--- src/rtl/mgmt_serial_slave.sv ---
module mgmt_serial_slave #(
  parameter int NUM_REGS = 11,
  parameter int AW       = 5,
  parameter int DW       = 16,
  parameter int PRE_LEN  = 32
) (
  input  logic          mdc,
  input  logic          rst_n,
  input  logic [AW-1:0] strap_n,
  input  logic          md_in,
  output logic          md_out,
  output logic          md_oe,
  output logic [AW-1:0] reg_addr,
  output logic          reg_rd,
  input  logic [DW-1:0] reg_rdata,
  output logic          reg_wr,
  output logic [DW-1:0] reg_wdata
);
  localparam int CW = $clog2(DW);
  localparam int PW = $clog2(PRE_LEN + 1);
  localparam logic [CW-1:0] AEND  = CW'(AW - 1);
  localparam logic [CW-1:0] DEND  = CW'(DW - 1);
  localparam logic [PW-1:0] PFULL = PW'(PRE_LEN);
  localparam logic [AW-1:0] LAST  = AW'(NUM_REGS - 1);

  typedef enum logic [3:0] {
    S_HUNT, S_ST1, S_RDF, S_WRF, S_PHY, S_REG, S_TA1, S_TA2, S_DATA
  } st_t;

  st_t           state;
  logic [PW-1:0] pre_cnt;
  logic [CW-1:0] bcnt;
  logic          is_rd;
  logic [AW-1:0] phy_sh, reg_a, strap_q;
  logic [DW-1:0] dsh;
  logic          out_q, oe_q, rd_q, wr_q;

  wire [AW-1:0] phy_nx = {phy_sh[AW-2:0], md_in};
  wire [AW-1:0] reg_nx = {reg_a[AW-2:0], md_in};

  assign md_out    = out_q;
  assign md_oe     = oe_q;
  assign reg_addr  = reg_a;
  assign reg_rd    = rd_q;
  assign reg_wr    = wr_q;
  assign reg_wdata = dsh;

  always_ff @(posedge mdc)
    if (!rst_n) strap_q <= strap_n;

  always_ff @(posedge mdc or negedge rst_n) begin
    if (!rst_n) begin
      state   <= S_HUNT;
      pre_cnt <= '0;
      bcnt    <= '0;
      is_rd   <= 1'b0;
      phy_sh  <= '0;
      reg_a   <= '0;
      dsh     <= '0;
      out_q   <= 1'b0;
      oe_q    <= 1'b0;
      rd_q    <= 1'b0;
      wr_q    <= 1'b0;
    end else begin
      rd_q <= 1'b0;
      wr_q <= 1'b0;
      case (state)
        S_HUNT:
          if (md_in) begin
            if (pre_cnt != PFULL) pre_cnt <= pre_cnt + 1'b1;
          end else begin
            pre_cnt <= '0;
            if (pre_cnt == PFULL) state <= S_ST1;
          end
        S_ST1: state <= md_in ? S_RDF : S_HUNT;
        S_RDF: begin
          is_rd <= md_in;
          state <= S_WRF;
        end
        S_WRF: begin
          bcnt  <= '0;
          state <= (is_rd ^ md_in) ? S_PHY : S_HUNT;
        end
        S_PHY: begin
          phy_sh <= phy_nx;
          bcnt   <= bcnt + 1'b1;
          if (bcnt == AEND) begin
            bcnt  <= '0;
            state <= (phy_nx == ~strap_q) ? S_REG : S_HUNT;
          end
        end
        S_REG: begin
          reg_a <= reg_nx;
          bcnt  <= bcnt + 1'b1;
          if (bcnt == AEND) begin
            bcnt  <= '0;
            state <= S_TA1;
            rd_q  <= is_rd && (reg_nx <= LAST);
          end
        end
        S_TA1: begin
          state <= S_TA2;
          if (is_rd) begin
            dsh   <= (reg_a <= LAST) ? reg_rdata : '0;
            oe_q  <= 1'b1;
            out_q <= 1'b0;
          end
        end
        S_TA2: begin
          state <= S_DATA;
          bcnt  <= '0;
          if (is_rd) begin
            out_q <= dsh[DW-1];
            dsh   <= {dsh[DW-2:0], 1'b0};
          end
        end
        S_DATA: begin
          bcnt <= bcnt + 1'b1;
          if (is_rd) begin
            out_q <= dsh[DW-1];
            dsh   <= {dsh[DW-2:0], 1'b0};
          end else begin
            dsh <= {dsh[DW-2:0], md_in};
          end
          if (bcnt == DEND) begin
            state   <= S_HUNT;
            pre_cnt <= '0;
            oe_q    <= 1'b0;
            out_q   <= 1'b0;
            wr_q    <= !is_rd && (reg_a <= LAST);
          end
        end
        default: state <= S_HUNT;
      endcase
    end
  end
endmodule


--- config.mk ---
export PLATFORM = sky130hd
export DESIGN_NAME = mgmt_serial_slave
export DESIGN_NICKNAME = d
export VERILOG_FILES = /design/src/rtl/mgmt_serial_slave.sv
export SDC_FILE = /design/constraint.sdc
export NUM_CORES = 1
export LEC_CHECK = 0
export BUFFER_PORTS_ARGS = -buffer_cell sky130_fd_sc_hd__buf_4
export CAP_MARGIN = 20
export CORE_ASPECT_RATIO = 0.75
export CORE_MARGIN = 2
export CORE_UTILIZATION = 50
export CTS_CLUSTER_SIZE = 10
export DETAILED_ROUTE_END_ITERATION = 8
export PLACE_DENSITY = 0.75
export RECOVER_POWER = 50
export SLEW_MARGIN = 20
export SYNTH_ARGS = -nofsm -noshare
export SYNTH_HDL_FRONTEND = slang
export SYNTH_SLANG_ARGS = --single-unit
export TNS_END_PERCENT = 10
--- constraint.sdc ---
create_clock -name mdc -period 1.7 [get_ports mdc]
set_input_delay 0.17 -clock mdc [delete_from_list [all_inputs] [get_ports mdc]]
set_output_delay 0.17 -clock mdc [all_outputs]
set_load 0.005 [all_outputs]
==> results of run 1 <==
==> cell usage after synthesis (3+ instances only) <==
library cell and number:
dfrtp_1 44, a21oi_1 35, nor2_1 25, nand3_1 22, mux2_2 11, nand2_1 10, inv_1 8, xnor2_1 6
clkbuf_1 5, edfxtp_1 5, ha_1 5, buf_6 4, nor2b_1 4, nor3_1 4, a211oi_1 3, a21o_1 3
buf_2 3, mux2i_1 3, nand3b_1 3, xor2_1 3
==> what timing repair did <==
action	in CTS	in global routing
gates cloned	0	0
hold endpoints to repair	44	0
endpoints found under the setup margin	1	12
resized for setup	2	5
hold buffers	1	0
==> cell families after synthesis <==
| group | after synthesis | synth area share (%) |
|---|---|---|
| xor+xnor | 9 | 3.10 |
| buf+inv | 22 | 4.77 |
| compound gates | 62 | 15.5 |
| simple gates | 89 | 18.9 |
| mux | 14 | 6.05 |
| fa+ha+maj | 5 | 2.46 |
| flops | 49 | 49.2 |
==> cell type report <==
class / count / area, um^2
Clock buffer: 6 / 82.6
Clock inverter: 2 / 13.8
Fill cell: 409 / 1700
Inverter: 8 / 30.0
Multi-Input combinational cell: 179 / 1200
Sequential cell: 49 / 1250
Tap cell: 60 / 75.1
Timing Repair Buffer: 69 / 543
==> power groups by stage <==
stage | logic, mW | registers [mW] | clock network [mW]
after detailed placement | 2.51 | 2.08 | 0
after CTS | 2.53 | 2.06 | 0.729
after floorplan | 1.53 | 2.01 | 0
after global routing | 2.84 | 2.13 | 0.784
after global placement | 2.44 | 2.06 | 0
final | 2.57 | 2.07 | 0.719
==> layout by cell type, fill, tap and decap left out, types with 2 or more instances in the layout <==
master | netlist | routed
a211oi_1 | 3 | 3
nor2_1 | 25 | 25
o31ai_1 | 2 | 2
clkbuf_4 | 0 | 11
a21oi_2 | 2 | 3
mux2_2 | 11 | 11
a21o_1 | 3 | 3
a41oi_1 | 2 | 2
xnor2_1 | 6 | 6
ha_1 | 5 | 5
nand3_1 | 22 | 22
xor2_1 | 3 | 3
mux2i_1 | 3 | 3
nor2b_1 | 4 | 4
inv_1 | 8 | 8
nand2_1 | 10 | 10
nand2b_1 | 2 | 2
nor3_1 | 4 | 3
a21oi_1 | 35 | 34
o21ai_0 | 2 | 2
buf_4 | 1 | 54
buf_12 | 0 | 2
nand4b_1 | 2 | 2
dfrtp_1 | 44 | 44
and4_1 | 2 | 2
clkbuf_8 | 0 | 6
edfxtp_1 | 5 | 5
nand3b_1 | 3 | 3
==> per-layer routing <==
layer	track usage (%)	wire (um)	part of all wire, %	vias up
met4	5.66	44	0.77	0
met2	29.3	2510	44	55
met3	4.37	275	4.8	4
met5	0	0	0	-
met1	33.3	2910	51	998
li1	-	-	-	1029
==> registers in the layout (all words and copies together), names as in the netlist <==
| signal | count |
|---|---|
| reg_wr | 1 |
| md_out | 1 |
| reg_rd | 1 |
| strap_q | 5 |
| bcnt | 4 |
| phy_sh | 4 |
| state | 4 |
| is_rd | 1 |
| reg_addr | 5 |
| reg_wdata | 16 |
| pre_cnt | 6 |
| md_oe | 1 |
==> critical path, stage by stage, from the launching register on <==
cell     delay, ns
dfrtp_1       0.41
buf_4         0.17
or3_1         0.44
a21oi_2       0.14
nand3_1       0.09
mux2_2        0.27
==> worst max path at each step <==
stage                         startpoint                        end  slack [ns]
detailed placement  state[2]$_DFFE_PN0P_         md_out$_DFFE_PN0P_      -0.003
finish              state[2]$_DFFE_PN0P_     pre_cnt[2]$_DFFE_PN0P_        0.06
global placement    state[2]$_DFFE_PN0P_         md_out$_DFFE_PN0P_        0.06
floorplan           state[1]$_DFFE_PN0P_  reg_wdata[10]$_DFFE_PN0P_        -0.1
global route        state[2]$_DFFE_PN0P_     pre_cnt[3]$_DFFE_PN0P_       -0.02
CTS                 state[1]$_DFFE_PN0P_       state[0]$_DFFE_PN0P_      0.0005
==> results by group, run 1 <==
Outcome
  – Outcome: complete, no violations

Yosys
  – Synth Flop Type: dfrtp_1
  – Mapped Cells: between 200 and 300
  – Per-instance average area after synthesis: roughly 10 um^2
  – Synth Net Count: 279
  – Top cells by area, synth: dfrtp_1 43%, a21oi_1 6.9%, edfxtp_1 5.9%
  – Register area share after synthesis: between 40% and 50%
  – Top cell type's share of synthesized area: 43.3%
  – Post-Syn Area: 0.00254 mm^2
  – EDFF count, synth: 5
  – Synth warn: 0
  – Synth async-reset ratio: about nine tenths
  – Count of cell types in the netlist: 56
  – Yosys reg bits: 49
  – Area leader, netlist: dfrtp_1

Floorplan
  – Core footprint: 0.00490 mm^2
  – Die area: 0.00568 mm^2
  – Top Ports: 49
  – Die H: ~66 um
  – Initial Util: between 50% and 60%
  – FP Rows: 22
  – Die extent in x: around 86 um

Pwr
  – Clk pwr share: between 10% and 20%
  – PwrDens: 1670 mW/mm^2
  – Worst ir drop on vdd: approximately 1400 uV
  – Reg power frac: 38.6%
  – Sw frac: 38.6%
  – Tot Pwr: roughly 5.4 mW
  – Leak: between 1 and 1.5 nW
  – Internal power: roughly 3.3 mW
  – Logic pwr share: 47.9%
  – Sw power: approximately 2.1 mW

Drt
  – Drt total wl: 5730 um
  – Drt first pass iters: 4
  – Via density: 5.59
  – Mean routed wirelength per cell: between 15 and 20 um
  – Vias post-DR: about 2100
  – Initial DRC count: between 150 and 200
  – DRT antenna net count: 0
  – DRC Markers: 0

Placement
  – DP Wirelength: 4080 um
  – DP Area: about 0.0031 mm^2
  – Pre-CTS setup slack: -0.00259 ns
  – GP Congestion: ~0.82
  – Inst Count DP: 364
  – Port buffer count: 48

GRT
  – First-pass GRT wire length: roughly 9400 um
  – Remaining global-route overflow: 0
  – GR Util All Layers: roughly a fifth
  – Vias in the first global route: between 1500 and 2000
  – Largest net degree at the start of global routing: 45
  – Initial antenna violation count: 0

Cells and area
  – Fin nets: 341
  – Fin cells: roughly 370
  – Final Util: around 65%
  – Area delta synth->final: 25.8%
  – Ratio of cells with drive above 1 in the final layout: a little under a third
  – Design Area, Final: 0.00320 mm^2
  – Ant. Diodes: 0

Worst setup path
  – WP data required: ~1.9 ns
  – Worst setup SP type: flop
  – Largest fanout on the critical path: 8
  – FF-to-FF End: pre_cnt[2]$_DFFE_PN0P_
  – Critical Path End Type: flop
  – Crit path DAT: 1.83 ns
  – FF-to-FF Start: state[2]$_DFFE_PN0P_
  – Flop-to-flop setup slack: approximately 0.064 ns
  – CP Class: reg2reg
  – R2R depth: 5

Worst hold path
  – Worst hold path class: in2reg
  – Worst Min Path Start: strap_n[3]
  – Endpoint, Worst Hold: strap_q[3]$_DFFE_PN_
  – Hold path depth: 1

STA
  – Final setup violation count: 0
  – Hold Fails Final Rpt: 0
  – Max Clk Rate: approximately 600 MHz
  – Fin worst setup slack: about 0.064 ns
  – Pin slew with the least headroom to its limit: ~1.1 ns
  – Slew headroom: between 20% and 30%
  – Fin. max-slew vios: 0
  – WHS: 0.0616 ns
  – RSZ-0062 raised after global routing: true
  – Setup Skew: between 0.003 and 0.004 ns
  – Fin Setup TNS: 0 ns
  – Min Tclk post-route: 1.64 ns
  – Fin crit share: between 90% and 100%

Clock network
  – CTS sink cnt: 49
  – Clock transition at path regs: approximately 0.090 ns
  – Clock H-tree levels: 2
  – CTS tree: done
  – Clk_lat worst skew: ~0.30 ns
  – Bufs on Longest Clock Path: 2
  – CTS root buffer: clkbuf_8
  – Cts bufs inserted: 5
  – Post-CTS setup buffers: 0

Flow run
  – Total of max-cap violations: 0
Note: power is estimated with default switching activity, not from simulation.
==> inputs of run 2 (changes only) <==
--- a/config.mk
+++ b/config.mk
@@ -5,6 +5,7 @@
 export SDC_FILE = /design/constraint.sdc
 export NUM_CORES = 1
 export LEC_CHECK = 0
+export ABC_AREA = 1
 export BUFFER_PORTS_ARGS = -buffer_cell sky130_fd_sc_hd__buf_4
 export CAP_MARGIN = 20
 export CORE_ASPECT_RATIO = 0.75
==> results by group, run 2 <==
Outcome
  – Outcome: complete, no violations

Yosys
  – Synth Net Count: ~390
  – Yosys reg bits: between 40 and 50
  – Post-Syn Area: between 0.002 and 0.003 mm^2
  – Synth Flop Type: dfrtp_1
  – Top cell type's share of synthesized area: 40.7%
  – Per-instance average area after synthesis: between 7 and 8 um^2
  – Register area share after synthesis: around 46%
  – Area leader, netlist: dfrtp_1
  – Synth async-reset ratio: approximately nine tenths
  – Most numerous cell in the Yosys netlist: nand2_1
  – Commonest cells post-synth: 151 x nand2_1, 44 x dfrtp_1, 33 x nand3_1, 24 x inv_1, 24 x nor2_1
  – Top cells by area, synth: dfrtp_1 41%, nand2_1 21%, nand3_1 6.1%
  – EDFF count, synth: 5
  – Mapped Cells: between 300 and 400
  – Count of cell types in the netlist: 34
  – Synth warn: 0

Cells and area
  – Most frequent cells in the layout: 151 x nand2_1, 44 x dfrtp_1, 38 x buf_4
  – Ratio of cells with drive above 1 in the final layout: between 10% and 20%
  – Ant. Diodes: 0
  – Fillcell total: approximately 500
  – Fin cells: between 400 and 500
  – Number of flip-flops under the largest register name: 16
  – Fin nets: 440
  – Commonest non-fill, non-tap cell in the layout: nand2_1
  – Area delta synth->final: 20.7%
  – Final Util: between 60 and 70%

Worst setup path
  – R2R depth: 9
  – Critical Path End Type: flop
  – Worst Setup SP: state[1]$_DFFE_PN0P_
  – Crit path DAT: ~1.9 ns
  – CP Class: reg2reg
  – WP data required: slightly below 2 ns
  – Flop-to-flop setup slack: approximately 0.072 ns
  – Worst Setup EP: pre_cnt[1]$_DFFE_PN0P_
  – Largest fanout on the critical path: 9
  – FF-to-FF End: pre_cnt[1]$_DFFE_PN0P_
  – FF-to-FF Start: state[1]$_DFFE_PN0P_
  – Worst setup SP type: flop

Floorplan
  – Top Ports: 49
  – Core footprint: approximately 0.0053 mm^2
  – Die H: ~68 um
  – Initial Util: slightly above 50%
  – Die extent in x: a little under 90 um
  – FP Rows: 23
  – Die area: ~0.0060 mm^2

Drt
  – Drt first pass iters: 4
  – Via density: about 5
  – Vias post-DR: between 2000 and 2500
  – DRT antenna net count: 0
  – DRC Markers: 0
  – Mean routed wirelength per cell: around 12 um
  – Drt total wl: ~6000 um
  – Initial DRC count: approximately 160

STA
  – Fin crit share: roughly 96%
  – Hold Fails Final Rpt: 0
  – Fin. max-slew vios: 0
  – Min Tclk post-route: ~1.6 ns
  – Final setup violation count: 0
  – Setup Skew: 0.00911 ns
  – RSZ-0062 raised after global routing: false
  – Fin Setup TNS: 0 ns
  – Pin slew with the least headroom to its limit: ~1.1 ns
  – Slew headroom: approximately 28%
  – Max Clk Rate: 614 MHz

Pwr
  – PwrDens: 646 mW/mm^2
  – Worst ir drop on vdd: ~460 uV
  – Leak: roughly 1.7 nW
  – Tot Pwr: roughly 2.1 mW

GRT
  – Vias in the first global route: roughly 2200
  – GR Util All Layers: 21.4%
  – Remaining global-route overflow: 0
  – Largest net degree at the start of global routing: between 40 and 50
  – Initial antenna violation count: 0
  – First-pass GRT wire length: between 9000 and 10000 um

Clock network
  – Bufs on Longest Clock Path: 2
  – CTS tree: done
  – Post-CTS setup buffers: 0
  – Clock H-tree levels: 2
  – CTS sink cnt: between 40 and 50
  – Clock transition at path regs: 0.10 ns
  – Clk_lat worst skew: 0.31 ns
  – Cts bufs inserted: 5
  – CTS root buffer: clkbuf_8

Placement
  – Port buffer count: 48
  – Inst Count DP: roughly 480
  – DP Wirelength: 4310 um
  – GP Congestion: just under 0.8

Flow run
  – Total of max-cap violations: 0

Worst hold path
  – Worst hold path class: in2reg
==> run 2: timing repair <==
item | CTS | global route
resized for setup | 0 | 2
endpoints found under the hold margin | 44 | 0
hold buffers | 1 | 0
setup endpoints to repair | 0 | 6
==> run 2: report_power, final <==
| part | switching (mW) | internal [mW] | leakage (nW) |
|---|---|---|---|
| logic | 0.0860 | 0.0765 | 1.07 |
| registers | 0.0181 | 1.20 | 0.639 |
| clock network | 0.428 | 0.300 | 0.0423 |
==> run 2: final cells by class <==
cell class	instances	area [um^2]	area share (%)
Clock buffer	5	68.8	2.10
Clock inverter	3	26.3	0.804
Inverter	29	109	3.33
Multi-Input combinational cell	271	1290	39.5
Sequential cell	49	1250	38.3
Tap cell	75	93.8	2.87
Timing Repair Buffer	55	430	13.2
==> run 2: per-layer routing <==
layer	vias up	GRT usage [%]	wire length [um]
li1	1251	-	-
met1	1133	30.4	2930
met2	43	33.1	2710
met3	7	4.28	243
met4	0	6.34	71
met5	-	0	0
==> run 2: worst min path at each step <==
stage / slack [ns] / cells after the start / endpoint / start
final: 0.05 / 1 / strap_q[3]$_DFFE_PN_ / strap_n[3]
after global routing: 0.03 / 1 / strap_q[3]$_DFFE_PN_ / strap_n[3]
after CTS: 0.03 / 1 / strap_q[3]$_DFFE_PN_ / strap_n[3]
after detailed placement: 0.30 / 2 / pre_cnt[1]$_DFFE_PN0P_ / rst_n
after global placement: 0.31 / 2 / pre_cnt[1]$_DFFE_PN0P_ / rst_n
after floorplan: -0.13 / 0 / bcnt[0]$_DFFE_PN0P_ / rst_n
==> run 2: worst max-delay path, cell delays in order (launching register included) <==
cell and delay (ns):
dfrtp_1 0.51, inv_1 0.09, nand2_1 0.09, nor2_1 0.21, nand2_1 0.11, nor2_1 0.19, inv_1 0.06, nand2_1 0.17
nand2_1 0.07, nand2_1 0.07
==> run 2: kinds of logic after synthesis <==
logic type / count (synthesis) / synth area share, %
adder cells (fa/ha/maj): 5 / 2.31
buffers and inverters: 39 / 6.42
AO/OA/AOI/OAI: 39 / 8.92
flip-flops: 49 / 46.2
multiplexers: 1 / 0.416
AND/OR/NAND/NOR: 222 / 34.4
XOR/XNOR: 4 / 1.29
==> run 2: stage by stage <==
| step | instance area, um^2 | setup WS (ns) | hold slack (ns) |
|---|---|---|---|
| after floorplan | 2710 | 0.365 | -0.126 |
| after global placement | 3170 | 0.214 | 0.307 |
| after detailed placement | 3170 | 0.129 | 0.304 |
| after CTS | 3270 | 0.115 | 0.0251 |
| after global routing | 3270 | 0.00419 | 0.0307 |
| final | 3270 | 0.0723 | 0.0496 |
